===== config.mk =====
export PLATFORM = sky130hd
export DESIGN_NAME = dacSerialLoad
export DESIGN_NICKNAME = d
export VERILOG_FILES = /design/src/rtl/dacLoadPkg.sv /design/src/rtl/dacSync.sv /design/src/rtl/dacLoadCtrl.sv /design/src/rtl/dacLoadPath.sv /design/src/rtl/dacSerialLoad.sv
export SDC_FILE = /design/constraint.sdc
export NUM_CORES = 1
export LEC_CHECK = 0
export BUFFER_PORTS_ARGS = -buffer_cell sky130_fd_sc_hd__buf_2
export CAP_MARGIN = 20
export CORE_UTILIZATION = 41
export DETAILED_ROUTE_END_ITERATION = 12
export HOLD_SLACK_MARGIN = 0.12
export SYNTH_ARGS = -nofsm -noshare
export SYNTH_HDL_FRONTEND = slang
export SYNTH_HIERARCHICAL = 1
export SYNTH_SLANG_ARGS = --single-unit

===== constraint.sdc =====
create_clock -name clk -period 1.5 [get_ports clk]
set_clock_uncertainty 0.15 [all_clocks]
set_input_delay 0.075 -clock clk [delete_from_list [all_inputs] [get_ports clk]]
set_output_delay 0.075 -clock clk [all_outputs]
set_load 0.02 [all_outputs]

===== src/rtl/dacLoadPkg.sv =====
package dacLoadPkg;
  // Command strobes from the control to the datapath, one system cycle wide
  typedef struct packed {
    logic shiftEn;  // shift serBit into the input register
    logic serBit;   // synchronised serial data bit
    logic loadA;    // commit data field to channel A
    logic loadB;    // commit data field to channel B
  } loadCmd_t;
endpackage


===== src/rtl/dacSync.sv =====
module dacSync #(
  parameter int   STAGES    = 2,
  parameter logic RESET_VAL = 1'b0
) (
  input  logic clk,
  input  logic rstN,
  input  logic dIn,
  output logic dOut
);
  logic [STAGES-1:0] pipe;

  always_ff @(posedge clk or negedge rstN) begin
    if (!rstN) pipe <= {STAGES{RESET_VAL}};
    else       pipe <= {pipe[STAGES-2:0], dIn};
  end

  assign dOut = pipe[STAGES-1];
endmodule


===== src/rtl/dacLoadCtrl.sv =====
module dacLoadCtrl
  import dacLoadPkg::*;
#(
  parameter int SYNC_STAGES = 2
) (
  input  logic     clk,
  input  logic     rstN,
  input  logic     serClk,
  input  logic     serData,
  input  logic     selN,
  input  logic     loadAN,
  input  logic     loadBN,
  input  logic     modeBit,
  input  logic     addrA,
  input  logic     addrB,
  output loadCmd_t cmd
);
  localparam int NSIG = 5;
  localparam logic [NSIG-1:0] IDLE_VALS = 5'b11100;

  logic [NSIG-1:0] rawPins;
  logic [NSIG-1:0] syncPins;

  assign rawPins = {loadBN, loadAN, selN, serData, serClk};

  for (genvar i = 0; i < NSIG; i++) begin : gSync
    dacSync #(.STAGES(SYNC_STAGES), .RESET_VAL(IDLE_VALS[i])) uSync (
      .clk (clk),
      .rstN(rstN),
      .dIn (rawPins[i]),
      .dOut(syncPins[i])
    );
  end

  logic sClk, sData, sSel, sA, sB, sMerged;
  assign sClk    = syncPins[0];
  assign sData   = syncPins[1];
  assign sSel    = syncPins[2];
  assign sA      = syncPins[3];
  assign sB      = syncPins[4];
  assign sMerged = sA & sB;  // low while either strobe is low

  logic clkPrev, aPrev, bPrev, mergedPrev;
  always_ff @(posedge clk or negedge rstN) begin
    if (!rstN) begin
      clkPrev    <= 1'b0;
      aPrev      <= 1'b1;
      bPrev      <= 1'b1;
      mergedPrev <= 1'b1;
    end else begin
      clkPrev    <= sClk;
      aPrev      <= sA;
      bPrev      <= sB;
      mergedPrev <= sMerged;
    end
  end

  logic fallA, fallB, fallMerged;
  assign fallA      = aPrev & ~sA;
  assign fallB      = bPrev & ~sB;
  assign fallMerged = mergedPrev & ~sMerged;

  always_comb begin
    cmd.shiftEn = ~clkPrev & sClk & ~sSel;
    cmd.serBit  = sData;
    if (modeBit) begin
      cmd.loadA = fallMerged & addrA;
      cmd.loadB = fallMerged & addrB;
    end else begin
      cmd.loadA = fallA;
      cmd.loadB = fallB;
    end
  end

  AST_NULL_ADDR_IDLE: assert property (@(posedge clk) disable iff (!rstN)
    (modeBit && !addrA && !addrB) |-> !(cmd.loadA || cmd.loadB));
  AST_ONE_SHOT_A: assert property (@(posedge clk) disable iff (!rstN)
    cmd.loadA |=> !cmd.loadA);
  AST_ONE_SHOT_B: assert property (@(posedge clk) disable iff (!rstN)
    cmd.loadB |=> !cmd.loadB);
endmodule


===== src/rtl/dacLoadPath.sv =====
module dacLoadPath
  import dacLoadPkg::*;
#(
  parameter int WORD_W = 16,
  parameter int DATA_W = 12
) (
  input  logic              clk,
  input  logic              rstN,
  input  loadCmd_t          cmd,
  output logic              modeBit,
  output logic              addrA,
  output logic              addrB,
  output logic [DATA_W-1:0] chanA,
  output logic [DATA_W-1:0] chanB
);
  localparam int MODE_POS  = WORD_W - 1;
  localparam int ADDRA_POS = WORD_W - 2;
  localparam int ADDRB_POS = WORD_W - 3;

  logic [WORD_W-1:0] shiftReg;
  logic [DATA_W-1:0] dataField;

  assign dataField = shiftReg[DATA_W-1:0];
  assign modeBit   = shiftReg[MODE_POS];
  assign addrA     = shiftReg[ADDRA_POS];
  assign addrB     = shiftReg[ADDRB_POS];

  always_ff @(posedge clk or negedge rstN) begin
    if (!rstN)            shiftReg <= '0;
    else if (cmd.shiftEn) shiftReg <= {shiftReg[WORD_W-2:0], cmd.serBit};
  end

  always_ff @(posedge clk or negedge rstN) begin
    if (!rstN) begin
      chanA <= '0;
      chanB <= '0;
    end else begin
      if (cmd.loadA) chanA <= dataField;
      if (cmd.loadB) chanB <= dataField;
    end
  end

  AST_SHIFT_HOLD: assert property (@(posedge clk) disable iff (!rstN)
    !cmd.shiftEn |=> $stable(shiftReg));
  AST_HOLD_A: assert property (@(posedge clk) disable iff (!rstN)
    !cmd.loadA |=> $stable(chanA));
  AST_HOLD_B: assert property (@(posedge clk) disable iff (!rstN)
    !cmd.loadB |=> $stable(chanB));
  AST_LOAD_A: assert property (@(posedge clk) disable iff (!rstN)
    cmd.loadA |=> chanA == $past(shiftReg[DATA_W-1:0]));
  AST_LOAD_B: assert property (@(posedge clk) disable iff (!rstN)
    cmd.loadB |=> chanB == $past(shiftReg[DATA_W-1:0]));
endmodule


===== src/rtl/dacSerialLoad.sv =====
module dacSerialLoad
  import dacLoadPkg::*;
#(
  parameter int WORD_W      = 16,
  parameter int DATA_W      = 12,
  parameter int SYNC_STAGES = 2
) (
  input  logic              clk,
  input  logic              rstN,
  input  logic              serClk,
  input  logic              serData,
  input  logic              selN,
  input  logic              loadAN,
  input  logic              loadBN,
  output logic [DATA_W-1:0] chanA,
  output logic [DATA_W-1:0] chanB
);
  loadCmd_t cmd;
  logic     modeBit, addrA, addrB;

  dacLoadCtrl #(.SYNC_STAGES(SYNC_STAGES)) uCtrl (
    .clk    (clk),
    .rstN   (rstN),
    .serClk (serClk),
    .serData(serData),
    .selN   (selN),
    .loadAN (loadAN),
    .loadBN (loadBN),
    .modeBit(modeBit),
    .addrA  (addrA),
    .addrB  (addrB),
    .cmd    (cmd)
  );

  dacLoadPath #(.WORD_W(WORD_W), .DATA_W(DATA_W)) uPath (
    .clk    (clk),
    .rstN   (rstN),
    .cmd    (cmd),
    .modeBit(modeBit),
    .addrA  (addrA),
    .addrB  (addrB),
    .chanA  (chanA),
    .chanB  (chanB)
  );
endmodule


* After elaboration in Yosys (flattened, before gate mapping)
Index checks and enable logic that the tools add are counted.
** Word-level totals
- Memories kept :: 0
- Latch bits :: 0
- Bits of input ports :: 7
- Memory bits (writable) :: 0
- Register bits after elaboration :: 54
- ROM bits :: 0
- Word-level logic and storage cells :: 26
** Operators by class
- Multiplexer cells :: 1
- Add/sub/neg operators :: 0
- Equality and inequality tests :: 0
- Shift operators :: 0
- Divide/modulo/power cells :: 0
- $lt $le $gt $ge :: 0
- Bitwise gates (word level) :: 13
- $mul :: 0
- Reduce and logical (&&, ||, !) cells :: 0
** Operators with widths (number)
- 1-bit AND :: 8
- 1-bit NOT :: 5
- 2-bit 2-to-1 mux :: 1

* Longest topological paths before layout
- Word-level depth :: 5
- Depth in mapped cells :: 4

* Cells and area by module
Netlist, hierarchy kept.
** Modules (own cells, without submodules)
- dacLoadPath :: times used 1, area an instance 1535.2 um^2, cells an instance 84
- dacLoadCtrl :: times used 1, area an instance 161.4 um^2, cells an instance 12
- dacSync at uCtrl.gSync[2].uSync ... :: times used 3, area an instance 52.6 um^2, cells an instance 2
- dacSync at uCtrl.gSync[0].uSync ... :: times used 2, area an instance 50.0 um^2, cells an instance 2

* Worst setup path after synthesis
OpenSTA, ideal clock, no wires.
- Path kind :: register -> register
- Start point :: register uCtrl.aPrev
- End point :: register uPath.chanA[10]
- Cell stages (with the launch flop) :: 5
- Data arrival time :: 1.307 ns
- Period minus slack after synthesis :: 1.582 ns
- Required time :: 1.225 ns
- Setup time :: 0.125 ns
- Slack :: -0.082 ns
- Cell sequence :: dfstp_2 > nor3b_1 > a41o_1 > buf_4 > mux2_2
** RTL lines
- start: declaration :: RTL line dacLoadCtrl.sv:43 : logic clkPrev, aPrev, bPrev, mergedPrev;
- start signal: assignment :: RTL line dacLoadCtrl.sv:47 : aPrev <= 1'b1;
- start signal: assignment :: RTL line dacLoadCtrl.sv:52 : aPrev <= sA;
- end signal: assignment :: RTL line dacLoadPath.sv:38 : if (cmd.loadA) chanA <= dataField;
- end: declaration :: RTL line dacLoadPath.sv:13 : output logic [DATA_W-1:0] chanA,

==> out/qor.csv <==
metric;value;unit
CP max stage cell;dfstp_2;
Post-Synthesis Cells;106;
violated checks;setup timing;
number of global-route vias before repair;1047;
Pins Over Slew Limit;0;
f_max;634;MHz
drt first-iter violations;38;
power consumption;3.82;mW
IO buf count;30;
Placed Cells;189;
worst reg2reg path startpoint;uCtrl/bPrev$_DFF_PN1_;
number of diodes;0;
Fin. Hold Viols;0;
Cell Area, Synth;1950;sq um
CP endpoint kind;flop;
Clock Tree Root;clkbuf_8;
final non-filler cell total;204;
IO Count;31;
post-DP HPWL;1870;um
Worst-path clk slew;0.09;ns
setup ws final;-0.0761;ns
Final ANT Viol Nets;0;
final core occ;55.0;%
Design Area, Final;2460;sq um
max-cap viol count;0;
fin crit period;1.58;ns
Pwr Density;1550;nW/um^2
TritonRoute pass-1 iters;3;
Cell variety after synth;11;
Fillers;378;
share of layout cells above drive strength 1;65.1;%
Slew @ Worst Pin;0.283;ns
Worst EP arrival;1.62;ns
post-DR wirelength/cell;15.6;um
CTS tree;yes;
Congestion Overflow GR;0;
ys flop type;dfrtp_1;
nets@finish;158;
Hold WS;0.147;ns
final setup vio count;24;
Synth area leader;dfrtp_1;
critical path class;flop to flop;
register bit total from synthesis;54;
register area;1360;sq um
largest net degree at the start of global routing;55;
Place WS;-0.0904;ns
Critical Path Start;uCtrl/bPrev$_DFF_PN1_;
asr flop ratio synth;100;%
Syn Area/Cell;18.4;sq um
Critical Path RT;1.54;ns
first-pass GRT wire length;5280;um
unrepaired setup endpoints after global routing;yes;
Clock Tree Buf Depth;2;
YS warnings;6;
area share of the largest cell type after synthesis;57.6;%
placed cell area;2210;sq um
Core Region;4470;sq um
Area Overhead vs Synth;25.9;%
Global Route Usage Sum;14.0;%
crit-path max cell delay;0.52;ns
most common library cells after synthesis;45 x dfrtp_1, 30 x mux2_2, 10 x mux2_4;
sequential share of the synthesized area;69.7;%
Tcrit/Tclk final;105;%
Die Y-Extent;71.0;um
Syn Nets;113;
leak pwr;1.22;nW
Starting Density;43.7;%
area of the die;5050;sq um
status;finished, violations left;
Area contributors post-synth;dfrtp_1 58%, mux2_2 17%, dfstp_2 12%;
H-tree depth;2;
sum of negative setup slack;-1.52;ns
Die Span X;71.0;um
worst-path fanout max;5;
Slew HR;81.2;%
EDFF count, synth;0;
Crit path buffers/inverters;1;
crit-path cells;nor3b_2, a41o_4, clkbuf_16, mux2_2;
clock sink count;54;
Multi-input gate area;608;sq um
clock latency on the worst-skew pair;0.30;ns
Post-CTS Setup Inserts;0;
reg2reg setup slack;-0.08;ns
RD Place Congestion;0.731;
HP Class;primary input to async pin;
crit start category;flop;
most frequent cell after synthesis;dfrtp_1;
via count;998;
Worst IR Drop VDD;0.765;mV
Rows;24;
Detailed Route WL;3190;um
initial antenna violation count;0;
cts bufs inserted;5;
Vias/cell;4.89;
Top delay family on crit path;flip-flops;
residual DRC count;0;
[power breakdown]
| part | switching (mW) | total, mW | leakage (nW) | internal (mW) |
|---|---|---|---|---|
| Combinational | 0.477 | 0.998 | 0.495 | 0.520 |
| Clock | 0.444 | 0.815 | 0.0472 | 0.371 |
| Sequential | 0.221 | 2.01 | 0.676 | 1.79 |
[timing repair]
| action | in CTS | in global routing |
|---|---|---|
| gates cloned | 0 | 1 |
| hold endpoints to repair | 59 | 0 |
| pin swaps | 0 | 1 |
| endpoints found under the setup margin | 24 | 25 |
| gates resized for setup | 15 | 2 |
| hold buffers | 6 | 0 |
[cell usage in the layout (no fill, tap or decap)]
master and count:
clkbuf_16 1, mux2_4 22, clkbuf_8 6, dfrtp_1 45, buf_2 30, a41o_1 1
buf_6 2, a41o_4 1, buf_4 1, nor3b_2 3, buf_12 3, dfstp_2 9
clkinv_2 1, mux2_2 18, dlygate4sd3_1 6, inv_1 1, nand2_2 1, clkinvlp_4 1
[worst paths after layout]
| path | endpoint | cells after the start |
|---|---|---|
| worst max-delay path | uPath/chanB[0]$_DFFE_PN0P_ | 4 |
| worst min-delay path | uPath/chanA[0]$_DFFE_PN0P_ | 3 |
| worst max register to register | uPath/chanB[0]$_DFFE_PN0P_ | 4 |
| worst min register to register | uCtrl/gSync[0].uSync/pipe[1]$_DFF_PN0_ | 0 |
| max in group asynchronous | uCtrl/mergedPrev$_DFF_PN1_ | 3 |
| min in group clk | uCtrl/gSync[0].uSync/pipe[1]$_DFF_PN0_ | 0 |
[logic make-up (layout without fill, tap and decap cells)]
logic type	Yosys count	after routing	synth area share, %
DFF	54	54	69.7
buffers and inverters	6	52	2.94
muxes	40	40	25.0
and+or+nand+nor	4	4	1.34
AOI/OAI and AO/OA	2	2	1.02
[worst register-to-register path, stage by stage (launching register included)]
cell       delay, ns
dfstp_2         0.52
nor3b_2         0.16
a41o_4          0.16
clkbuf_16       0.16
mux2_2          0.32
[metal layers]
| layer | vias up | global-route usage (%) | share of wire (%) | routed length (um) |
|---|---|---|---|---|
| li1 | 458 | - | - | - |
| met2 | 22 | 19.7 | 47 | 1500 |
| met4 | 0 | 6.00 | 1.9 | 59 |
| met3 | 6 | 4.70 | 3.6 | 114 |
| met5 | - | 0 | 0 | 0 |
| met1 | 512 | 20.0 | 47 | 1510 |
[final cells by class]
| cell class | instances | share of cell area, % |
|---|---|---|
| Sequential cell | 54 | 55.4 |
| Multi-Input combinational cell | 46 | 24.7 |
| Timing Repair Buffer | 43 | 13.2 |
| Clock buffer | 6 | 3.36 |
| Tap cell | 52 | 2.64 |
| Clock inverter | 2 | 0.509 |
| Inverter | 1 | 0.153 |
[registers in the layout (all words and copies together), names as in the netlist]
signal,flops
uCtrl/aPrev,1
uCtrl/bPrev,1
uCtrl/clkPrev,1
uCtrl/gSync.uSync/pipe,10
uCtrl/mergedPrev,1
uPath/chanA,12
uPath/chanB,12
uPath/shiftReg,16
(Power assumes the default switching activity.)
